## src/rtl/snap_tracker.sv

```systemverilog
module snap_tracker #(
  parameter int SNAPS = 4,
  parameter int ROB_W = 4,
  parameter int LANES = 2
) (
  input  logic                         clk,
  input  logic                         rst_n,
  input  logic                         ren_fire,
  input  logic                         ren_snap,
  input  logic [ROB_W:0]               ren_idx,
  output logic                         snap_taken,
  output logic                         full,
  input  logic                         cmt_mode,
  input  logic [LANES-1:0]             cmt_valid,
  input  logic [LANES*(ROB_W+1)-1:0]   cmt_idx,
  output logic                         snap_deq,
  input  logic                         redir_valid,
  input  logic [ROB_W:0]               redir_idx,
  output logic                         use_snap,
  output logic [$clog2(SNAPS)-1:0]     snap_sel
);
  localparam int IW = ROB_W + 1;
  localparam int PW = $clog2(SNAPS);

  logic [IW-1:0]    ent [SNAPS];
  logic [SNAPS-1:0] vld;
  logic [PW:0]      enq_p, deq_p, sel_p, deq_next;
  logic             hit;

  function automatic logic not_younger(input logic [IW-1:0] a, input logic [IW-1:0] b);
    if (a[ROB_W] == b[ROB_W]) return a[ROB_W-1:0] <= b[ROB_W-1:0];
    return a[ROB_W-1:0] > b[ROB_W-1:0];
  endfunction

  assign full       = (enq_p[PW] != deq_p[PW]) && (enq_p[PW-1:0] == deq_p[PW-1:0]);
  assign snap_taken = ren_fire & ren_snap & ~full & ~redir_valid;

  always_comb begin
    hit = 1'b0;
    for (int l = 0; l < LANES; l++)
      if (cmt_valid[l] && cmt_idx[l*IW +: IW] == ent[deq_p[PW-1:0]]) hit = 1'b1;
  end

  assign snap_deq = vld[deq_p[PW-1:0]] & cmt_mode & hit;
  assign deq_next = deq_p + {{PW{1'b0}}, snap_deq};

  always_comb begin
    use_snap = 1'b0;
    snap_sel = '0;
    sel_p    = deq_p;
    for (int i = SNAPS; i >= 1; i--) begin
      logic [PW:0] p;
      p = enq_p - (PW+1)'(i);
      if (vld[p[PW-1:0]] && not_younger(ent[p[PW-1:0]], redir_idx)) begin
        use_snap = 1'b1;
        snap_sel = p[PW-1:0];
        sel_p    = p;
      end
    end
  end

  always_ff @(posedge clk) begin
    if (!rst_n) begin
      vld   <= '0;
      enq_p <= '0;
      deq_p <= '0;
    end else begin
      if (snap_deq) begin
        vld[deq_p[PW-1:0]] <= 1'b0;
        deq_p <= deq_next;
      end
      if (redir_valid) begin
        for (int k = 0; k < SNAPS; k++)
          if (!not_younger(ent[k], redir_idx)) vld[k] <= 1'b0;
        enq_p <= use_snap ? sel_p + 1'b1 : deq_next;
      end else if (snap_taken) begin
        ent[enq_p[PW-1:0]] <= ren_idx;
        vld[enq_p[PW-1:0]] <= 1'b1;
        enq_p <= enq_p + 1'b1;
      end
    end
  end
endmodule


```

## config.mk

```make
export PLATFORM = sky130hd
export DESIGN_NAME = snap_tracker
export DESIGN_NICKNAME = d
export VERILOG_FILES = /design/src/rtl/snap_tracker.sv
export SDC_FILE = /design/constraint.sdc
export NUM_CORES = 1
export LEC_CHECK = 0
export ABC_AREA = 0
export BUFFER_PORTS_ARGS = -buffer_cell sky130_fd_sc_hd__buf_2
export CAP_MARGIN = 30
export CORE_MARGIN = 3
export CORE_UTILIZATION = 54
export CTS_BUF_LIST = sky130_fd_sc_hd__clkbuf_8 sky130_fd_sc_hd__clkbuf_16
export CTS_CLUSTER_SIZE = 14
export DETAILED_ROUTE_END_ITERATION = 12
export MAX_ROUTING_LAYER = met4
export PLACE_DENSITY = 0.85
export SLEW_MARGIN = 20
export SYNTH_ARGS = -nofsm -noshare
export SYNTH_HDL_FRONTEND = slang
export SYNTH_SLANG_ARGS = --single-unit
```

## constraint.sdc

```tcl
create_clock -name clk -period 9.84 [get_ports clk]
set_input_delay 0.984 -clock clk [delete_from_list [all_inputs] [get_ports clk]]
set_output_delay 0.984 -clock clk [all_outputs]
set_load 0.03 [all_outputs]
```

==> results.sh, run 1 <==
export IMPL_placementRows=27
export IMPL_synthCells=307
export IMPL_grt_usage_pct=23.1
export IMPL_grt_start_max_net_pins=37
export IMPL_criticalPathCategory="reg -> out"
export IMPL_cts_made_buffers=5
export IMPL_synth_top_area_share_pct=19.1
export IMPL_dp_slack_ns=4.18
export IMPL_synth_distinct_cells=52
export IMPL_fin_crit_ns=5.83
export IMPL_drt_vias_per_instance=6.53
export IMPL_die_area_um2=7080
export IMPL_setup_worst_path_end_class="primary output"
export IMPL_drive_above_1_share_pct=23.4
export IMPL_outcome="finished clean"
export IMPL_final_max_slew_violation_count=0
export IMPL_vias=2644
export IMPL_drtIter0Drc=235
export IMPL_cts_root_buf="clkbuf_8"
export IMPL_ys_seq_elements=32
export IMPL_grt_setup_unrepaired="no"
export IMPL_cp_data_arrival_time_ns=4.85
export IMPL_met1_usage_pct=29.7
export IMPL_antenna_found_initial=0
export IMPL_grt_overflow=0
export IMPL_p_leak_uw=0.00145
export IMPL_synthFlopType="edfxtp_1"
export IMPL_wl_per_cell_um=18.9
export IMPL_worstPathRequired_ns=8.86
export IMPL_yosys_top_cells_area="mux4_2 (19%), edfxtp_1 (18%), ha_1 (15%), dfxtp_1 (7.3%), xnor2_1 (4.8%)"
export IMPL_synth_top_family_by_area="multiplexers"
export IMPL_core_area_um2=5710
export IMPL_synth_nets=374
export IMPL_hold_slack_ns=0.554
export IMPL_nNetsFinal=399
export IMPL_cp_start_kind="register"
export IMPL_synth_xor_area_share_pct=8.72
export IMPL_synth_fa_ha_area_share_pct=14.8
export IMPL_tns_ns=0
export IMPL_first_global_vias=2620
export IMPL_place_area_um2=3470
export IMPL_clk_path_buf_depth=2
export IMPL_worstPathMaxFanout=20
export IMPL_setup_viol_count_final=0
export IMPL_synth_top_cell_by_area="mux4_2"
export IMPL_worstRegToRegCells=16
export IMPL_tritoncts="done"
export IMPL_cts_repair_resized=0
export IMPL_power_density_nw_per_um2=101
export IMPL_pin_count=34
export IMPL_final_cell_area_um2=3590
export IMPL_ctsHoldBuffers=0
export IMPL_htreeDepth=2
export IMPL_ys_warnings_count=0
export IMPL_min_period_over_period_pct=59.3
export IMPL_grt_busiest_layer="met2"
export IMPL_diodes=0
export IMPL_synth_simple_area_share_pct=11.1
export IMPL_worst_slack_ns=4.01
export IMPL_wl_um=7640
export IMPL_drt_first_pass_iters=5
export IMPL_slew_limit_headroom_pct=43.5
export IMPL_dp_hpwl_um=5770
export IMPL_ys_seq_area_share_pct=25.5
export IMPL_grt_pass1_wl_um=12800
export IMPL_final_cells=405
export IMPL_fin_skew_ns=0.00781
export IMPL_clkTransAtPathRegs_ns=0.06
export IMPL_whs_path_depth=2
export IMPL_clk_insertion_delay_late_ns=0.28
export IMPL_route_detailed_drc=0
export IMPL_cts_setup_buffers=0
export IMPL_synth_edf_count=20
export IMPL_grt_util_met3_pct=3.63
export IMPL_timing_worst_slew_pin_value_ns=0.846
export IMPL_muxShareOfSynthArea_pct=21.0
export IMPL_netlist_area_um2=3300
export IMPL_met2_usage_pct=36.7
export IMPL_holdCritPathClass="reg -> reg"
export IMPL_placed_cells=396
export IMPL_syn_area_per_cell_um2=10.7
export IMPL_async_flop_share_pct=0
export IMPL_gp_congestion=0.911
export IMPL_fmax_ghz=0.171
export IMPL_vdd_drop_max_v=0.000103
export IMPL_portBuffers=33
export IMPL_clkSinkCount=32
export IMPL_maxCapViolCount=0
export IMPL_die_x_um=84.2
export IMPL_start_util_pct=57.8
export IMPL_die_h_um=84.2
export IMPL_ant_nets=0
export IMPL_synth_compound_area_share_pct=13.5
export IMPL_area_delta_synth_final_pct=8.76
export IMPL_hold_viol=0
==> per-layer routing <==
| layer | part of all wire (%) | routed length (um) |
|---|---|---|
| met5 | 0 | 0 |
| met2 | 48 | 3680 |
| met3 | 8.3 | 636 |
| met4 | 2.7 | 210 |
| met1 | 41 | 3110 |
==> worst paths after layout <==
| check | start | endpoint | slack, ns |
|---|---|---|---|
| max | enq_p[1]$_SDFFE_PN0P_ | snap_sel[1] | 4.01 |
| min | deq_p[0]$_SDFFE_PN0N_ | deq_p[0]$_SDFFE_PN0N_ | 0.55 |
| min reg2reg | deq_p[0]$_SDFFE_PN0N_ | deq_p[0]$_SDFFE_PN0N_ | 0.55 |
| max reg2reg | enq_p[1]$_SDFFE_PN0P_ | enq_p[1]$_SDFFE_PN0P_ | 4.71 |
==> through the flow <==
step                total power, uW  utilization [%]
global route                    382             62.9
finish                          361             62.9
floorplan                       241                -
CTS                             361             62.4
detailed placement              264             60.8
global placement                259             60.8
==> synth_stat cells (all sizes together) (2+ instances only) <==
master,count
buf,11
clkbuf,5
xnor2,19
a41oi,4
and3,6
and2,6
edfxtp,20
and4,2
o21ai,11
nor4,2
nand3,10
inv,24
nand2,12
a21oi,22
dfxtp,12
nor2,7
a211oi,4
o31ai,3
ha,39
mux2i,5
o31a,2
a31o,2
nor2b,8
or3,4
mux4,28
a221oi,3
o21a,2
o211ai,5
xor2,13
nand2b,4
==> critical path, cell delays in order, from the launching register on <==
cell      delay (ns)
dfxtp_1         0.87
inv_1           0.22
ha_1            0.79
mux4_2          0.58
ha_1            0.31
and3_1          0.20
a221oi_1        0.35
o21ai_0         0.25
and2_1          0.23
o21ai_0         0.18
a21oi_1         0.09
o221ai_1        0.25
buf_2           0.25
==> where the power goes <==
part | switching (uW) | internal [uW] | total, uW
combinational | 58.6 | 54.8 | 113
sequential | 6.62 | 145 | 151
clock | 42.1 | 54.8 | 96.9
==> cells by family (layout without fill, tap and decap cells) <==
family          Yosys count  in the layout
compound gates           64             64
simple gates             65             65
flops                    32             32
buf+inv                  41             67
fa+ha+maj                39             39
mux                      34             34
xor+xnor                 32             32
==> sequential cells by signal, indices dropped and copies added (netlist names), named ones only <==
signal	count
enq_p	3
deq_p	3
ent	20
vld	4
==> area by class of cell <==
| type | count | area (um^2) |
|---|---|---|
| Clock buffer | 6 | 82.6 |
| Clock inverter | 2 | 7.51 |
| Fill cell | 440 | 2120 |
| Inverter | 25 | 93.8 |
| Multi-Input combinational cell | 234 | 2280 |
| Sequential cell | 32 | 842 |
| Tap cell | 72 | 90.1 |
| Timing Repair Buffer | 34 | 193 |
==> layout by cell type (no fill, tap or decap), drive strengths merged, types with 2 or more instances in the layout <==
master / count
nor2: 7
nand2: 12
and4: 2
o31a: 2
dfxtp: 12
o211ai: 5
nor2b: 8
o31ai: 3
a21oi: 22
o21ai: 11
mux4: 28
a221oi: 3
inv: 26
xor2: 13
clkbuf: 6
xnor2: 19
nand2b: 4
and3: 6
nand3: 10
ha: 39
o21a: 2
or3: 4
buf: 34
edfxtp: 20
mux2i: 5
and2: 6
a41oi: 4
a211oi: 4
nor4: 2
a31o: 2
No activity file was read; power rests on OpenSTA's default activity.
==> run 2, diff against run 1 <==
==> constraint.sdc (replaced) <==
create_clock -name clk -period 6 [get_ports clk]
set_input_delay 0.6 -clock clk [delete_from_list [all_inputs] [get_ports clk]]
set_output_delay 0.6 -clock clk [all_outputs]
set_load 0.03 [all_outputs]
==> run 2 against run 1 <==
Against the previous run: non-clock buffer count increased by 1; routed wire length increased by 1.9%; design area increased by 0.14%; clock power increased by 100%; via count decreased by 1.4%; die area unchanged; register-to-register slack got worse by 3.1 ns; critical path type unchanged.
==> results.sh, run 2 (synthesis gave the netlist of run 1 again) <==
export IMPL_final_cell_mix="ha_1 (39), buf_2 (33), mux4_2 (28), inv_1 (25), a21oi_1 (21)"
export IMPL_first_global_vias=2492
export IMPL_hold_slack_ns=0.524
export IMPL_final_max_slew_violation_count=0
export IMPL_totalPowerFinal_uw=628
export IMPL_met1_usage_pct=30.4
export IMPL_timing_worst_slew_pin_value_ns=0.635
export IMPL_tritoncts="done"
export IMPL_outcome="finished clean"
export IMPL_grt_usage_pct=23.3
export IMPL_cts_made_buffers=5
export IMPL_setup_worst_path_end_class="primary output"
export IMPL_drt_first_pass_iters=4
export IMPL_die_x_um=84.2
export IMPL_dp_hpwl_um=5930
export IMPL_tns_ns=0
export IMPL_fin_skew_ns=0.0162
export IMPL_portBuffers=33
export IMPL_clk_insertion_delay_late_ns=0.29
export IMPL_criticalPathCategory="reg -> out"
export IMPL_worstPathMaxFanout=16
export IMPL_maxCapViolCount=0
export IMPL_start_util_pct=57.8
export IMPL_worstRegToRegCells=16
export IMPL_whs_path_depth=1
export IMPL_power_density_nw_per_um2=175
export IMPL_met2_usage_pct=37.4
export IMPL_largest_reg_flops=20
export IMPL_route_detailed_drc=0
export IMPL_grt_overflow=0
export IMPL_grt_busiest_layer="met2"
export IMPL_min_period_over_period_pct=79.2
export IMPL_power_frac_clock_pct=31.4
export IMPL_p_sw_uw=182
export IMPL_pwr_share_comb_pct=30.1
export IMPL_htreeDepth=2
export IMPL_ctsHoldBuffers=0
export IMPL_antenna_found_initial=0
export IMPL_grt_util_met3_pct=2.06
export IMPL_dp_slack_ns=1.60
export IMPL_ff2ff_setup_slack_ns=1.63
export IMPL_slew_limit_headroom_pct=57.7
export IMPL_cp_data_arrival_time_ns=4.15
export IMPL_vias=2607
export IMPL_drtIter0Drc=253
export IMPL_hold_viol=0
export IMPL_placementRows=27
export IMPL_cp_start_kind="register"
export IMPL_fin_crit_ns=4.75
export IMPL_worstPathRequired_ns=5.40
export IMPL_area_delta_synth_final_pct=8.91
export IMPL_p_leak_uw=0.00145
export IMPL_die_h_um=84.2
export IMPL_grt_setup_unrepaired="no"
export IMPL_fmax_ghz=0.210
export IMPL_grt_pass1_wl_um=12800
export IMPL_drt_vias_per_instance=6.42
export IMPL_die_area_um2=7080
export IMPL_final_common_cell="ha_1"
export IMPL_wl_per_cell_um=19.2
export IMPL_hold_path_end="ent[0][3]$_DFFE_PP_"
export IMPL_grt_start_max_net_pins=36
export IMPL_setup_viol_count_final=0
export IMPL_cts_setup_buffers=0
export IMPL_intPower_uw=446
export IMPL_pin_count=34
export IMPL_reg2reg_to="enq_p[1]$_SDFFE_PN0P_"
export IMPL_cts_repair_resized=0
export IMPL_ant_nets=0
export IMPL_gp_congestion=0.884
export IMPL_holdCritPathClass="in -> reg"
export IMPL_min_delay_start="ren_idx[3]"
export IMPL_clk_path_buf_depth=2
export IMPL_drive_above_1_share_pct=24.0
export IMPL_worst_slack_ns=1.25
export IMPL_pwr_share_seq_pct=38.5
export IMPL_vdd_drop_max_v=0.000283
export IMPL_cts_root_buf="clkbuf_8"
export IMPL_diodes=0
export IMPL_nNetsFinal=400
export IMPL_p_sw_share_pct=29.0
export IMPL_core_area_um2=5710
export IMPL_wl_um=7780
export IMPL_reg2reg_from="enq_p[0]$_SDFFE_PN0P_"
export IMPL_clkSinkCount=32
export IMPL_clkTransAtPathRegs_ns=0.07
==> run 2: routing by layer <==
| layer | wire length, um | share of wire, % |
|---|---|---|
| met1 | 3290 | 42 |
| met2 | 3860 | 50 |
| met3 | 419 | 5.4 |
| met4 | 210 | 2.7 |
| met5 | 0 | 0 |
==> run 2: stage by stage <==
step,instance area [um^2],instances,util (%)
after global routing,3590,406,62.9
after CTS,3590,406,62.9
after detailed placement,3490,398,61.1
final,3590,406,62.9
after floorplan,3300,307,-
after global placement,3490,398,61.1
==> run 2: how the worst max path moves through the flow <==
stage	end	start	slack, ns
global placement	snap_sel[1]	enq_p[0]$_SDFFE_PN0P_	1.72
global route	snap_sel[1]	enq_p[0]$_SDFFE_PN0P_	0.99
finish	snap_sel[1]	enq_p[0]$_SDFFE_PN0P_	1.25
CTS	snap_sel[1]	enq_p[0]$_SDFFE_PN0P_	1.28
detailed placement	snap_sel[1]	enq_p[1]$_SDFFE_PN0P_	1.60
floorplan	enq_p[1]$_SDFFE_PN0P_	enq_p[0]$_SDFFE_PN0P_	0.44
==> run 2: power by group through the flow <==
stage	Clock, uW	Sequential, uW	Combinational, uW
after floorplan	0	244	151
after global placement	0	246	180
after detailed placement	0	246	188
after CTS	200	242	189
after global routing	211	242	209
final	197	242	189
==> run 2: layout make-up <==
class	count	area (um^2)
multi-input combinational	234	2280
fill	449	2120
sequential	32	842
timing repair buffer	35	180
inverter	25	93.8
tap	72	90.1
clock buffer	5	68.8
clock inverter	3	38.8
==> run 2: critical path, cell delays in order (launching register included) <==
cell and delay, ns:
dfxtp_2 0.33, inv_1 0.08, ha_1 0.71, mux4_2 0.59, ha_1 0.30, and3_1 0.20, a221oi_1 0.35, o21ai_0 0.24
and2_1 0.23, o21ai_0 0.16, a21oi_1 0.09, o221ai_1 0.32, buf_2 0.27
==> run 3, diff against run 2 <==
--- a/config.mk
+++ b/config.mk
@@ -14,7 +14,7 @@
 export CTS_CLUSTER_SIZE = 14
 export DETAILED_ROUTE_END_ITERATION = 12
 export MAX_ROUTING_LAYER = met4
-export PLACE_DENSITY = 0.85
+export PLACE_DENSITY = 0.88
 export SLEW_MARGIN = 20
 export SYNTH_ARGS = -nofsm -noshare
 export SYNTH_HDL_FRONTEND = slang
==> constraint.sdc (replaced) <==
create_clock -name clk -period 3.8 [get_ports clk]
set_input_delay 0.38 -clock clk [delete_from_list [all_inputs] [get_ports clk]]
set_output_delay 0.38 -clock clk [all_outputs]
set_load 0.03 [all_outputs]
==> run 3 against run 2 <==
Against the previous run: clock skew down 0.0081 ns; global-route usage up 2.1 points; highest routed layer unchanged; critical endpoint is now use_snap; sequential cell count unchanged; core utilization up 3.5 points; the run now ends with negative setup slack left.
==> results.sh, run 3 (synthesis gave the netlist of run 1 again) <==
export IMPL_outcome="finished with violations"
export IMPL_violations="negative setup slack"
export IMPL_hold_viol=0
export IMPL_cp_start_kind="register"
export IMPL_cp_data_arrival_time_ns=3.42
export IMPL_wl_um=8360
export IMPL_portBuffers=33
export IMPL_dp_hpwl_um=6310
export IMPL_area_delta_synth_final_pct=15.0
export IMPL_drtIter0Drc=233
export IMPL_drt_first_pass_iters=4
export IMPL_criticalPathCategory="reg -> out"
export IMPL_drive_above_1_share_pct=31.3
export IMPL_final_common_cell="ha_1"
export IMPL_pin_count=34
export IMPL_final_max_slew_violation_count=0
export IMPL_final_cell_mix="ha_1 (35), buf_2 (30), mux4_2 (28), inv_1 (23), edfxtp_1 (20)"
export IMPL_timing_worst_slew_pin_value_ns=0.419
export IMPL_fin_util_pct=66.5
export IMPL_die_h_um=84.2
export IMPL_vdd_drop_max_v=0.000311
export IMPL_htreeDepth=2
export IMPL_slew_limit_headroom_pct=72.1
export IMPL_antenna_found_initial=0
export IMPL_clkSinkCount=32
export IMPL_final_cells=414
export IMPL_nNetsFinal=408
export IMPL_ant_nets=0
export IMPL_clk_path_buf_depth=2
export IMPL_fillers=407
export IMPL_diodes=0
export IMPL_tritoncts="done"
export IMPL_setup_viol_count_final=1
export IMPL_holdCritPathClass="in -> reg"
export IMPL_intPower_uw=715
export IMPL_min_period_over_period_pct=100
export IMPL_min_delay_start="ren_idx[4]"
export IMPL_worst_slack_ns=-0.00423
export IMPL_die_x_um=84.2
export IMPL_crit_start="enq_p[0]$_SDFFE_PN0P_"
export IMPL_clk_insertion_delay_late_ns=0.28
export IMPL_vias=2732
export IMPL_placed_cells=403
export IMPL_hold_slack_ns=0.311
export IMPL_dp_slack_ns=0.0981
export IMPL_power_frac_clock_pct=27.8
export IMPL_first_global_vias=2854
export IMPL_gp_congestion=0.930
export IMPL_fin_skew_ns=0.00810
export IMPL_p_leak_uw=0.00151
export IMPL_wl_per_cell_um=20.2
export IMPL_power_density_nw_per_um2=271
export IMPL_reg2reg_from="enq_p[0]$_SDFFE_PN0P_"
export IMPL_ctsHoldBuffers=0
export IMPL_core_area_um2=5710
export IMPL_setup_worst_path_end_class="primary output"
export IMPL_fin_crit_ns=3.80
export IMPL_pwr_share_comb_pct=35.0
export IMPL_clkTransAtPathRegs_ns=0.07
export IMPL_p_sw_uw=315
export IMPL_grt_setup_unrepaired="yes"
export IMPL_grt_start_max_net_pins=20
export IMPL_cts_root_buf="clkbuf_8"
export IMPL_grt_pass1_wl_um=14000
export IMPL_drt_vias_per_instance=6.60
export IMPL_cts_made_buffers=5
export IMPL_worstPathRequired_ns=3.42
export IMPL_maxCapViolCount=0
export IMPL_placementRows=27
export IMPL_fmax_ghz=0.263
export IMPL_largest_reg_flops=20
export IMPL_p_sw_share_pct=30.5
export IMPL_grt_usage_pct=25.4
export IMPL_pwr_share_seq_pct=37.2
export IMPL_die_area_um2=7080
export IMPL_grt_overflow=0
export IMPL_worstPathMaxFanout=6
export IMPL_start_util_pct=57.8
export IMPL_route_detailed_drc=0
export IMPL_totalPowerFinal_uw=1030
## run 3: changes by cell type in the layout (fill, tap and decap cells not counted), moves of 2 or more
| cell | previous run | this run |
|---|---|---|
| buf_4 | 2 | 11 |
| ha_1 | 39 | 35 |
| ha_4 | 0 | 4 |
| buf_2 | 33 | 30 |
| o21ai_0 | 11 | 8 |
| a21oi_1 | 21 | 19 |
| a21oi_2 | 0 | 2 |
| and2_1 | 6 | 4 |
| and2_4 | 0 | 2 |
| buf_6 | 0 | 2 |
| inv_1 | 25 | 23 |
| o21ai_1 | 0 | 2 |
| xnor2_1 | 18 | 16 |
| xnor2_2 | 1 | 3 |
## run 3: routing by layer
layer	routed length, um	track usage [%]
met3	672	3.73
met5	0	-
met2	4160	40.1
met1	3230	32.4
met4	297	11.4
## run 3: cell type report
class | instances | area [um^2] | share of cell area (%)
Clock inverter | 2 | 8.76 | 0.231
Timing Repair Buffer | 43 | 255 | 6.73
Inverter | 25 | 101 | 2.67
Multi-Input combinational cell | 234 | 2400 | 63.2
Sequential cell | 32 | 846 | 22.3
Tap cell | 72 | 90.1 | 2.37
Clock buffer | 6 | 93.8 | 2.47
## run 3: critical path: stages, from the launching register on
cell and delay, ns:
dfxtp_4 0.38, inv_8 0.04, ha_4 0.31, mux4_2 0.54
ha_4 0.25, and3_4 0.16, a221oi_4 0.31, or3_4 0.19
a21oi_4 0.06, buf_4 0.17, or3_4 0.39, buf_4 0.16
buf_4 0.16
## run 3: path summary, 6_finish.rpt
| kind | end | slack (ns) | depth (start not counted) |
|---|---|---|---|
| max | use_snap | -0.004 | 12 |
| min | ent[2][4]$_DFFE_PP_ | 0.31 | 1 |
| min reg2reg | deq_p[0]$_SDFFE_PN0N_ | 0.54 | 2 |
| max reg2reg | enq_p[1]$_SDFFE_PN0P_ | 0.13 | 16 |
## run 3: repair_timing
action / 4_1_cts / 5_1_grt
gates resized for setup: 4 / 14
buffers inserted: 1 / 2
pin swaps: 4 / 4
setup endpoints to repair: 1 / 5
## run 3: power groups by stage
| stage | clock (uW) | combinational (uW) | sequential (uW) |
|---|---|---|---|
| finish | 286 | 360 | 383 |
| global route | 307 | 396 | 384 |
| CTS | 293 | 342 | 382 |
| detailed placement | 0 | 329 | 390 |
| global placement | 0 | 312 | 389 |
| floorplan | 0 | 270 | 385 |
## run 3: metrics by stage
stage | TNS [ns] | area [um^2]
after CTS | 0 | 3740
final | -0.00423 | 3790
after detailed placement | 0 | 3600
after global routing | -0.145 | 3790
after global placement | 0 | 3600
after floorplan | -0.813 | 3430
